===== src/rtl/usb_evflag_pkg.sv =====
package usb_evflag_pkg;
  localparam int FLAG_W   = 8;
  // Bit positions are decoded by software and must stay fixed.
  localparam int B_SOF    = 7;
  localparam int B_SUSP   = 6;
  localparam int B_RESUME = 5;
  localparam int B_BUSRST = 4;
  localparam int B_STALL  = 3;
  localparam int B_UNF    = 2;
  localparam int B_OVF    = 1;
  localparam int B_RSVD   = 0;

  localparam logic [FLAG_W-1:0] LIVE_MASK = ~(FLAG_W'(1) << B_RSVD);

  function automatic logic [FLAG_W-1:0] pack_sets(
    input logic sof, input logic susp, input logic resume, input logic busrst,
    input logic stall, input logic unf, input logic ovf);
    logic [FLAG_W-1:0] v;
    v           = '0;
    v[B_SOF]    = sof;
    v[B_SUSP]   = susp;
    v[B_RESUME] = resume;
    v[B_BUSRST] = busrst;
    v[B_STALL]  = stall;
    v[B_UNF]    = unf;
    v[B_OVF]    = ovf;
    return v;
  endfunction
endpackage


===== src/rtl/usb_idle_timer.sv =====
module usb_idle_timer #(
  parameter int IDLE_CYCLES = 144000
) (
  input  logic clk,
  input  logic rst,
  input  logic bus_idle,
  output logic suspend_hit,
  output logic resume_hit,
  output logic suspended
);
  localparam int CNT_W = $clog2(IDLE_CYCLES + 1);
  localparam logic [CNT_W-1:0] LAST = CNT_W'(IDLE_CYCLES - 1);

  logic [CNT_W-1:0] idle_cnt;

  // idle_cnt holds the number of idle samples already seen; the next one is the Nth.
  assign suspend_hit = bus_idle && !suspended && (idle_cnt == LAST);
  assign resume_hit  = !bus_idle && suspended;

  always_ff @(posedge clk) begin
    if (rst) begin
      idle_cnt  <= '0;
      suspended <= 1'b0;
    end else if (!bus_idle) begin
      idle_cnt  <= '0;
      suspended <= 1'b0;
    end else if (!suspended) begin
      if (suspend_hit) suspended <= 1'b1;
      else             idle_cnt  <= idle_cnt + 1'b1;
    end
  end
endmodule


===== src/rtl/usb_flag_bank.sv =====
module usb_flag_bank #(
  parameter int W = 8,
  parameter logic [W-1:0] MASK = '1
) (
  input  logic         clk,
  input  logic         rst,
  input  logic [W-1:0] set_vec,
  input  logic [W-1:0] clr_vec,
  output logic [W-1:0] flags
);
  for (genvar i = 0; i < W; i++) begin : g_bit
    if (MASK[i]) begin : g_live
      always_ff @(posedge clk) begin
        if (rst)             flags[i] <= 1'b0;
        else if (set_vec[i]) flags[i] <= 1'b1;   // set beats clear
        else if (clr_vec[i]) flags[i] <= 1'b0;
      end
    end else begin : g_tied
      assign flags[i] = 1'b0;
    end
  end
endmodule


===== src/rtl/usb_evflag_top.sv =====
module usb_evflag_top
  import usb_evflag_pkg::*;
#(
  parameter int ADDR_W      = 8,
  parameter int FLAG_ADDR   = 9,
  parameter int IDLE_CYCLES = 144000
) (
  input  logic              clk,
  input  logic              rst,
  input  logic              bus_idle,
  input  logic              ev_sof,
  input  logic              ev_bus_reset,
  input  logic              ev_stall,
  input  logic              ev_in_underflow,
  input  logic              ev_out_overflow,
  input  logic [ADDR_W-1:0] reg_addr,
  input  logic              reg_wr,
  input  logic [7:0]        reg_wdata,
  input  logic              reg_rd,
  output logic [7:0]        reg_rdata,
  output logic              irq
);
  localparam logic [ADDR_W-1:0] SEL = ADDR_W'(FLAG_ADDR);

  logic              susp_hit, res_hit, tmr_susp;
  logic [FLAG_W-1:0] set_vec, clr_vec, flag_q;
  logic              sel;

  usb_idle_timer #(.IDLE_CYCLES(IDLE_CYCLES)) u_tmr (
    .clk(clk), .rst(rst), .bus_idle(bus_idle),
    .suspend_hit(susp_hit), .resume_hit(res_hit), .suspended(tmr_susp)
  );

  assign sel     = (reg_addr == SEL);
  assign set_vec = pack_sets(ev_sof, susp_hit, res_hit, ev_bus_reset,
                             ev_stall, ev_in_underflow, ev_out_overflow);
  assign clr_vec = (reg_wr && sel) ? reg_wdata : '0;

  usb_flag_bank #(.W(FLAG_W), .MASK(LIVE_MASK)) u_bank (
    .clk(clk), .rst(rst), .set_vec(set_vec), .clr_vec(clr_vec), .flags(flag_q)
  );

  always_ff @(posedge clk) begin
    if (rst) begin
      irq       <= 1'b0;
      reg_rdata <= '0;
    end else begin
      irq <= |flag_q;
      if (reg_rd) reg_rdata <= sel ? flag_q : '0;
    end
  end
endmodule


===== config.mk =====
export PLATFORM = sky130hd
export DESIGN_NAME = usb_evflag_top
export DESIGN_NICKNAME = d
export VERILOG_FILES = /design/src/rtl/usb_evflag_pkg.sv /design/src/rtl/usb_idle_timer.sv /design/src/rtl/usb_flag_bank.sv /design/src/rtl/usb_evflag_top.sv
export SDC_FILE = /design/constraint.sdc
export NUM_CORES = 1
export LEC_CHECK = 0
export BUFFER_PORTS_ARGS = -buffer_cell sky130_fd_sc_hd__buf_2
export CORE_UTILIZATION = 45
export DETAILED_ROUTE_END_ITERATION = 7
export PLACE_DENSITY_LB_ADDON = 0.08
export SYNTH_ARGS = -nofsm -noshare
export SYNTH_HDL_FRONTEND = slang
export SYNTH_SLANG_ARGS = --single-unit

===== constraint.sdc =====
create_clock -name clk -period 5.7 [get_ports clk]
set_clock_uncertainty 0.1 [all_clocks]
set_input_delay 0.285 -clock clk [delete_from_list [all_inputs] [get_ports clk]]
set_output_delay 0.285 -clock clk [all_outputs]
set_load 0.005 [all_outputs]

# Word-level counts from Yosys, hierarchy flattened
# Cells that the tools add are included.
[op_classes]
addsub = 1
eq_ne = 2
muxes = 18
bitwise_logic = 3
reduce_logical = 16
[ops]
columns = ["op", "n"]
rows = [
  ["$add A18 B1 Y18 const B", 1],
  ["$eq A18 B18 Y1 const B", 1],
  ["$mux W1", 16],
  ["$mux W8", 2],
  ["$reduce_bool A2 Y1", 7],
  ["$eq A8 B4 Y1 const B", 1],
  ["$reduce_or A7 Y1", 1],
  ["$logic_and A1 B1 Y1", 4],
  ["$not A1 Y1", 3],
  ["$logic_not A1 Y1", 2],
  ["$reduce_and A2 Y1", 1],
  ["$reduce_or A2 Y1", 1],
]
[word_totals]
regBits = 35
in_bits = 26
output_inout_bits = 9
word_cells = 51

# Logic depth before layout (Yosys ltp)
# Gate-level depths: netlist of run 1.
[logic_depth]
ltp_word = 5
depth_mapped = 6
ltp_nobuf = 5

# Hierarchy
# Synthesis of run 1 repeated with hierarchy kept, for this count alone.
[hier_totals]
cells_unflattened = 219
hier_area_um2 = 1861.8
[by_module_without_submodules]
columns = ["mod", "n_inst", "cells_per_inst", "area_per_inst_um2", "seq_area_each_um2"]
rows = [
  ["usb_idle_timer", 1, 127, 1028.5, 380.4],
  ["usb_evflag_top", 1, 62, 524.3, 180.2],
  ["usb_flag_bank", 1, 30, 309.0, 140.1],
]

# Least setup slack after synthesis of run 1
# No wires, ideal clock.
[synth_path]
path_kind = "register to register"
start = "register u_tmr.idle_cnt[7]"
end = "register u_tmr.idle_cnt[7]"
setup_time_ns = 0.117
t_arrival_ns = 1.638
t_required_ns = 5.483
path_slack_ns = 3.845
stages_incl_launch_ff = 5
n_path_buf = 0
synth_period_minus_slack_ns = 1.855
cell_sequence = "dfxtp_1 -> or4b_4 -> nor4_4 -> nand2_4 -> a22o_1"
[synth_between]
elab_chain_len = 4
word_cells_on_any_way = 5
classes_between = "1 x add/sub; 1 x eq/ne; 1 x bitwise; 2 x reduce/logical"
[synth_rtl]
columns = ["item", "line_no", "source"]
rows = [
  ["start, declared", "usb_idle_timer.sv:14", "logic [CNT_W-1:0] idle_cnt;"],
  ["start signal, assigned", "usb_idle_timer.sv:29", "else idle_cnt <= idle_cnt + 1'b1;"],
  ["branches (longest 4 deep; another with $add A18 B1 Y18)", "--", ""],
]
# Parallel ways; which one is timed is not known.
# A chain may end at the register's enable or synchronous reset.

# Worst setup path in the final report of run 1
[layout_path]
start = "register u_tmr.idle_cnt[0]"
end = "register u_tmr.idle_cnt[14]"
# Same word-level chain as after synthesis.

==> reports/summary.txt, run 1 <==
Syn avg cell area: 8.70 sq um
Status: finished, final reports clean
Pleak: 0.747 nW
CTS tree: built
WP data arrival: 2.33 ns
Synth area leader: dfxtp_1
Crit end category: flop
Initial antenna violation count: 0
Ys async rst share: 0
Reg power frac: 0.599
Gate power share: 0.069
Vias in the first global route: 1375
Ys Warns: 0
Total CTS buffers: 5
CTS Hold Bufs: 0
Synth Instances: 185
Core ar.: 3390 sq um
Crit Path Class: reg -> reg
Largest delay share family, worst path: simple AND/OR/NAND/NOR gates
Per-cell routed wire length: 13.5 microns
Initial DRT Pass Iterations: 4
Diode count: 0
Pint: 0.315 mW
Area Growth Syn to Fin: 15.2%
Switching Fraction: 0.239
Ranking of synthesized cells by area: dfxtp_1, nor2_1, a21oi_1, nor2b_1, a311oi_1
Register area share after synthesis: 0.423
Synthesized cell area: 1610 sq um
Slowest cell on crit path: nor4_1
Pwr Density: 223 nW/um^2
Postcts setup bufs: 0
# rows: 21
Clk network pwr share: 0.332
Full die area: 3820 sq um
Overall routing resource usage: 0.206
Final hold vios: 0
Hold Path Class: in -> reg
Setup violators final: 0
Max Fclk: 457 MHz
Via count: 1469
Final setup TNS: 0 ns
CP required: 5.84 ns
Overall Power: 0.414 mW
DP HPWL: 2620 microns
Setup repair after global routing missed its margin: no
Syn_nets: 212
Worst Path Buf+Inv: 1
Maximum Capacitance Violations: 0
Largest net degree at the start of global routing: 18
Fin Hold WS: 0.0409 ns
Design Area, Final: 1850 sq um
Synth top area share: 0.423
Net Sw Power: 0.0987 mW
Top_reg_cell synth: dfxtp_1
Die X: 61.8 microns
Critical-path cell list: ha_1 > inv_1 > nor4_1 > a31oi_1 > a41o_1
GRT Residual Overflow: 0
First-pass GRT wire length: 5720 microns
Max Slew Vio Count: 0
Worst vdd ir: 0.140 mV
FF+latch count, synth: 34
Worst Max-Slew Pin Slew: 0.916 ns
Drt drc: 0
Worst Path Max Fanout: 6
ANT nets after route: 0
CTS root buf: clkbuf_4
Clk sinks: 34
Number of distinct library cells after synthesis: 46
Via/cell ratio: 5.59
Max-Slew Margin vs Limit: 0.384
Crit start category: flop
Clock tree buffer depth: 2
Share of layout cells above drive strength 1: 0.226
DIE HEIGHT: 61.8 microns
DRT iter0 DRCs: 73
Post-CTS sizing: 0
Tmin final: 2.19 ns
IO buf count: 32
Final period util: 0.384
Worst stage delay on the critical path: 0.81 ns
Number of flops mapped to enable cells by yosys: 0
Post-DP Area: 1790 sq um
Initial Util: 0.475
Routability cong.: 0.752
Worst skew pair latency: 0.33 ns
Final WL: 3560 microns
H-tree Lvls: 2
Reg clk slew, reported paths: 0.10 ns
Nets: 243
# IOs: 35
## final cells by class
type	count	area, sq um
multi-input cells	133	857
inverters	10	37.5
clock inverters	1	5.00
fillers	336	1540
well taps	46	57.6
repair buffers	32	160
flip-flops and latches	34	681
clock buffers	7	55.1
## final timing paths
check               startpoint                 end  slack [ns]  depth (start not counted)
min reg2reg    u_bank.flags[6]     u_bank.flags[6]        0.40                          2
min               reg_wdata[3]     u_bank.flags[3]        0.04                          2
max reg2reg  u_tmr.idle_cnt[0]  u_tmr.idle_cnt[14]        3.51                          5
max          u_tmr.idle_cnt[0]  u_tmr.idle_cnt[14]        3.51                          5
## sequential cells by signal (all words and copies together), names as in the netlist
| register | count |
|---|---|
| u_tmr.suspended | 1 |
| u_bank.flags | 7 |
| u_tmr.idle_cnt | 18 |
| reg_rdata | 7 |
| irq | 1 |
## synth_stat cells (3+ instances only)
cell type and instances:
dfxtp_1 34, nor2_1 24, a21oi_1 14, nand2_1 11, inv_1 10, nor2b_1 8
clkbuf_1 7, nor4_1 7, a311oi_1 5, nand4_1 5, xnor2_1 5, and3_1 4
a31oi_1 3, and4_1 3, nand3_1 3, nor3_1 3, o211ai_1 3, or3_1 3
## per-layer routing
layer | wire length (microns) | vias up | global-route usage
li1 | - | 738 | -
met1 | 1500 | 693 | 0.209
met2 | 1870 | 33 | 0.398
met3 | 133 | 5 | 0.0497
met4 | 50 | 0 | 0.0889
met5 | 0 | - | 0
## metrics by stage
step | worst slack, ns | cells | utilization
after global routing | 3.26 | 263 | 0.547
final | 3.51 | 263 | 0.547
after global placement | 3.64 | 255 | 0.529
after CTS | 3.51 | 263 | 0.547
after detailed placement | 3.54 | 255 | 0.529
after floorplan | 3.84 | 185 | -
## power groups by stage
stage	Clock (mW)	Sequential, mW	Combinational, mW
floorplan	0	0.252	0.0158
global placement	0	0.253	0.0272
detailed placement	0	0.253	0.0288
CTS	0.143	0.248	0.0289
global route	0.154	0.248	0.0325
finish	0.137	0.248	0.0286
## placed cells by master (no fill, tap or decap), types with 2 or more instances in the layout
cell type / n
nand2_1: 11
o21ai_0: 2
nor3_1: 3
nor4_1: 7
o31ai_1: 2
nand2b_1: 2
or3_1: 3
and3_1: 4
a21oi_1: 14
nand3_1: 3
and4_1: 3
dfxtp_1: 34
o211ai_1: 3
inv_1: 10
nand4_1: 5
mux2i_1: 2
nor2b_1: 8
xnor2_1: 5
buf_2: 32
a31oi_1: 3
nor2_1: 24
or4_1: 2
clkbuf_4: 5
a311oi_1: 5
## cell families after synthesis
group / count (synthesis) / share of synthesized area
and+or+nand+nor: 88 / 0.329
AOI/OAI and AO/OA: 36 / 0.154
DFF: 34 / 0.423
buffers and inverters: 18 / 0.0443
xor gates and xnor gates: 5 / 0.0272
muxes: 2 / 0.0124
adders and majority gates: 1 / 0.00777
other: 1 / 0.00233
(Power assumes the default switching activity.)
==> run 2, diff against run 1 <==
Clock period 5.7 ns to 2.2 ns, I/O delays scaled along.
==> reports/summary.txt, run 2 (synthesis results as in run 1) <==
# IOs: 35
Hold Path Class: in -> reg
Placed Instances: 262
Max Slew Vio Count: 0
Most common library cell in the layout ignoring fill and taps: dfxtp_1
Pwr Density: 550 nW/um^2
Full die area: 3820 sq um
Crit Path Class: reg -> reg
CTS Hold Bufs: 11
GRT Residual Overflow: 0
Worst Max-Slew Pin Slew: 0.544 ns
CTS tree: built
Maximum Capacitance Violations: 0
Crit start category: flop
Clk sinks: 34
DIE HEIGHT: 61.8 microns
Post-Place Setup Slack: 0.270 ns
IO buf count: 32
Worst Path Max Fanout: 8
First-pass GRT wire length: 5690 microns
Drt drc: 0
Final WL: 3690 microns
Initial DRT Pass Iterations: 4
Final period util: 0.884
Via/cell ratio: 5.55
Overall routing resource usage: 0.206
Max-Slew Margin vs Limit: 0.633
Largest net degree at the start of global routing: 18
Commonest non-fill, non-tap cells in the layout: dfxtp_1, buf_2, nor2_1
DP HPWL: 2670 microns
Worst stage delay on the critical path: 0.59 ns
Diode count: 0
Status: finished, final reports clean
CP required: 2.39 ns
Critical-path cell list: nand4_4 > or4_4 > or4_1 > nand2_1
Worst-case reg-to-reg path depth: 4
Critical Path Source: u_tmr.idle_cnt[3]
Fin Hold WS: 0.0172 ns
Setup repair after global routing missed its margin: no
ANT nets after route: 0
Clock tree buffer depth: 2
CTS root buf: clkbuf_4
Total CTS buffers: 5
Fillcell total: 299
Post-CTS sizing: 0
Nets: 261
Max Fclk: 514 MHz
Max reg flops: 18
Core ar.: 3390 sq um
Reg clk slew, reported paths: 0.11 ns
Final setup TNS: 0 ns
Share of layout cells above drive strength 1: 0.243
Per-cell routed wire length: 13.1 microns
Largest delay share family, worst path: simple AND/OR/NAND/NOR gates
Cell depth of the worst setup path: 4
Initial Util: 0.475
Worst skew pair latency: 0.34 ns
Final hold vios: 0
Area Growth Syn to Fin: 25.5%
Crit end category: flop
Setup violators final: 0
Worst vdd ir: 0.352 mV
FF-to-FF End: u_tmr.idle_cnt[17]
Worst Slack Setup Final: 0.256 ns
Initial antenna violation count: 0
R2R Setup Slk: 0.26 ns
Biggest regs: u_tmr.idle_cnt: 18 flops, reg_rdata: 7 flops, u_bank.flags: 7 flops
Routability cong.: 0.814
Vias in the first global route: 1339
Slowest cell on crit path: or4_4
Tmin final: 1.94 ns
# rows: 21
Pleak: 0.831 nW
WP data arrival: 2.13 ns
Worst Path Buf+Inv: 0
Postcts setup bufs: 0
R2R Path Start: u_tmr.idle_cnt[3]
DRT iter0 DRCs: 86
Top reg by flops: u_tmr.idle_cnt
Final std cells w/o fill: 281
Overall Power: 1.11 mW
H-tree Lvls: 2
Crit path capture: u_tmr.idle_cnt[17]
Die X: 61.8 microns
Via count: 1559
==> run 2: metal layers <==
layer | vias up | share of wire | wire length [microns] | GRT usage
met2 | 35 | 0.50 | 1840 | 0.353
met3 | 6 | 0.042 | 155 | 0.0559
met4 | 0 | 0.015 | 54 | 0.0921
met1 | 739 | 0.45 | 1640 | 0.239
li1 | 779 | - | - | -
met5 | - | 0 | 0 | 0
==> run 2: worst min path at each step <==
| stage | from | slack (ns) | cells past startpoint | to |
|---|---|---|---|---|
| after floorplan | reg_wdata[1] | 0.13 | 1 | u_bank.flags[1] |
| after global placement | reg_wdata[2] | 0.21 | 2 | u_bank.flags[2] |
| after detailed placement | reg_wdata[4] | 0.22 | 2 | u_bank.flags[4] |
| after CTS | reg_wr | 0.003 | 4 | u_bank.flags[6] |
| after global routing | reg_wr | 0.0006 | 4 | u_bank.flags[6] |
| final | reg_wr | 0.02 | 4 | u_bank.flags[6] |
==> run 2: layout make-up <==
class | count | area (sq um) | share of cell area
sequential | 34 | 681 | 0.337
multi-input combinational | 133 | 857 | 0.424
timing repair buffer | 50 | 323 | 0.160
inverter | 10 | 37.5 | 0.0186
clock buffer | 6 | 51.3 | 0.0254
clock inverter | 2 | 12.5 | 0.00620
tap | 46 | 57.6 | 0.0285
==> run 2: metrics by stage <==
step                      utilization  instance area (sq um)
final                           0.596                   2020
after global routing            0.596                   2020
after CTS                       0.596                   2020
after detailed placement        0.544                   1850
after global placement          0.544                   1850
after floorplan                     -                   1610
==> run 2: power breakdown <==
group,internal [mW],switching (mW),leakage [nW]
logic,0.0501,0.0461,0.521
registers,0.629,0.0130,0.276
clock network,0.154,0.220,0.0343
total,0.832,0.279,0.831
==> run 2: tightest hold or removal path, cell delays in order <==
cell	delay [ns]
buf_2	0.10
nand4_1	0.08
nand2_1	0.07
a21oi_1	0.05
==> run 3, diff against run 2 <==
Settings changed: BUFFER_PORTS_ARGS -buffer_cell sky130_fd_sc_hd__buf_2 to -buffer_cell sky130_fd_sc_hd__clkbuf_2, CORE_MARGIN from default to 3.
==> reports/summary.txt, run 3 (synthesis results as in run 1) <==
Status: finished, final reports clean
Initial DRT Pass Iterations: 4
Nets: 261
Pleak: 0.849 nW
Util after Layout: 0.609
Final hold vios: 0
Share of layout cells above drive strength 1: 0.238
Initial antenna violation count: 0
Largest net degree at the start of global routing: 17
Commonest non-fill, non-tap cells in the layout: dfxtp_1, clkbuf_2, nor2_1
Full die area: 4330 sq um
Max-Slew Margin vs Limit: 0.626
DP HPWL: 2620 microns
Max reg flops: 18
Vias in the first global route: 1415
Core ar.: 3390 sq um
Final std cells w/o fill: 281
Crit end category: flop
Setup repair after global routing missed its margin: no
Hold Path Class: in -> reg
Placed Instances: 261
H-tree Lvls: 2
CTS root buf: clkbuf_4
Most common library cell in the layout ignoring fill and taps: dfxtp_1
WP data arrival: 2.16 ns
Drt drc: 0
Diode count: 0
Max Slew Vio Count: 0
Worst skew pair latency: 0.35 ns
Setup violators final: 0
DRT iter0 DRCs: 107
Postcts setup bufs: 0
Reg clk slew, reported paths: 0.11 ns
# rows: 21
Via count: 1552
Total CTS buffers: 5
Final period util: 0.893
CP required: 2.40 ns
Clk sinks: 34
Post-Place Setup Slack: 0.278 ns
Crit Path Class: reg -> reg
Post-CTS sizing: 0
# IOs: 35
Routability cong.: 0.811
Clock tree buffer depth: 2
Biggest regs: u_tmr.idle_cnt: 18 flops, reg_rdata: 7 flops, u_bank.flags: 7 flops
Worst Path Max Fanout: 8
Final WL: 3770 microns
Overall routing resource usage: 0.187
Per-cell routed wire length: 13.4 microns
Initial Util: 0.475
Worst vdd ir: 0.372 mV
Area Growth Syn to Fin: 28.3%
Max Fclk: 509 MHz
First-pass GRT wire length: 6330 microns
Die X: 65.8 microns
Pwr Density: 643 nW/um^2
Final setup TNS: 0 ns
Maximum Capacitance Violations: 0
GRT Residual Overflow: 0
ANT nets after route: 0
Top reg by flops: u_tmr.idle_cnt
Tmin final: 1.96 ns
Worst Slack Setup Final: 0.236 ns
DIE HEIGHT: 65.8 microns
Worst Max-Slew Pin Slew: 0.554 ns
Via/cell ratio: 5.52
Crit start category: flop
CTS tree: built
IO buf count: 32
==> run 3: changes by cell type in the layout (fill, tap and decap cells not counted), sizes merged <==
cell	previous run	this run
clkinvlp	1	0
dlygate4sd3	11	12
clkbuf	6	37
bufinv	0	2
buf	39	6
==> run 3: final timing paths <==
kind	start	to	slack [ns]	cells past startpoint
worst max-delay path	u_tmr.idle_cnt[2]	u_tmr.idle_cnt[17]	0.24	4
worst min-delay path	reg_wdata[6]	u_bank.flags[6]	0.01	4
worst max register to register	u_tmr.idle_cnt[2]	u_tmr.idle_cnt[17]	0.24	4
worst min register to register	u_tmr.idle_cnt[17]	u_tmr.idle_cnt[17]	0.41	2
==> run 3: stage by stage <==
step / area, sq um / total power, mW / hold WS, ns
after floorplan: 1610 / 0.693 / 0.125
after global placement: 1840 / 0.730 / 0.211
after detailed placement: 1840 / 0.734 / 0.223
after CTS: 2060 / 1.33 / 0.00926
after global routing: 2060 / 1.38 / 0.0182
final: 2060 / 1.33 / 0.0113
==> run 3: layout make-up <==
type                    count  area (sq um)
clock buffers               5          37.5
clock inverters             3          68.8
fillers                   313          1330
inverters                  10          37.5
multi-input cells         133           857
flip-flops and latches     34           681
well taps                  46          57.6
repair buffers             50           325
==> run 3: per-layer routing <==
metal	up-vias	global-route usage	share of wire
li1	771	-	-
met3	7	0.0408	0.045
met2	33	0.314	0.50
met5	-	0	0
met1	741	0.226	0.44
met4	0	0.0855	0.016
==> run 3: worst max-delay path, cell delays in order, from the launching register on <==
cell and delay (ns):
dfxtp_1 0.49, nand4_4 0.18, or4_4 0.59, or4_1 0.48
nand2_1 0.08
==> run 3: repair_timing <==
item                                    4_1_cts  5_1_grt
endpoints found under the setup margin        0        0
hold buffers                                 12        0
hold endpoints to repair                      6        0
==> run 3: power by group <==
group	switching [mW]	internal (mW)
Sequential	0.0135	0.629
Combinational	0.0456	0.0503
Clock	0.233	0.355
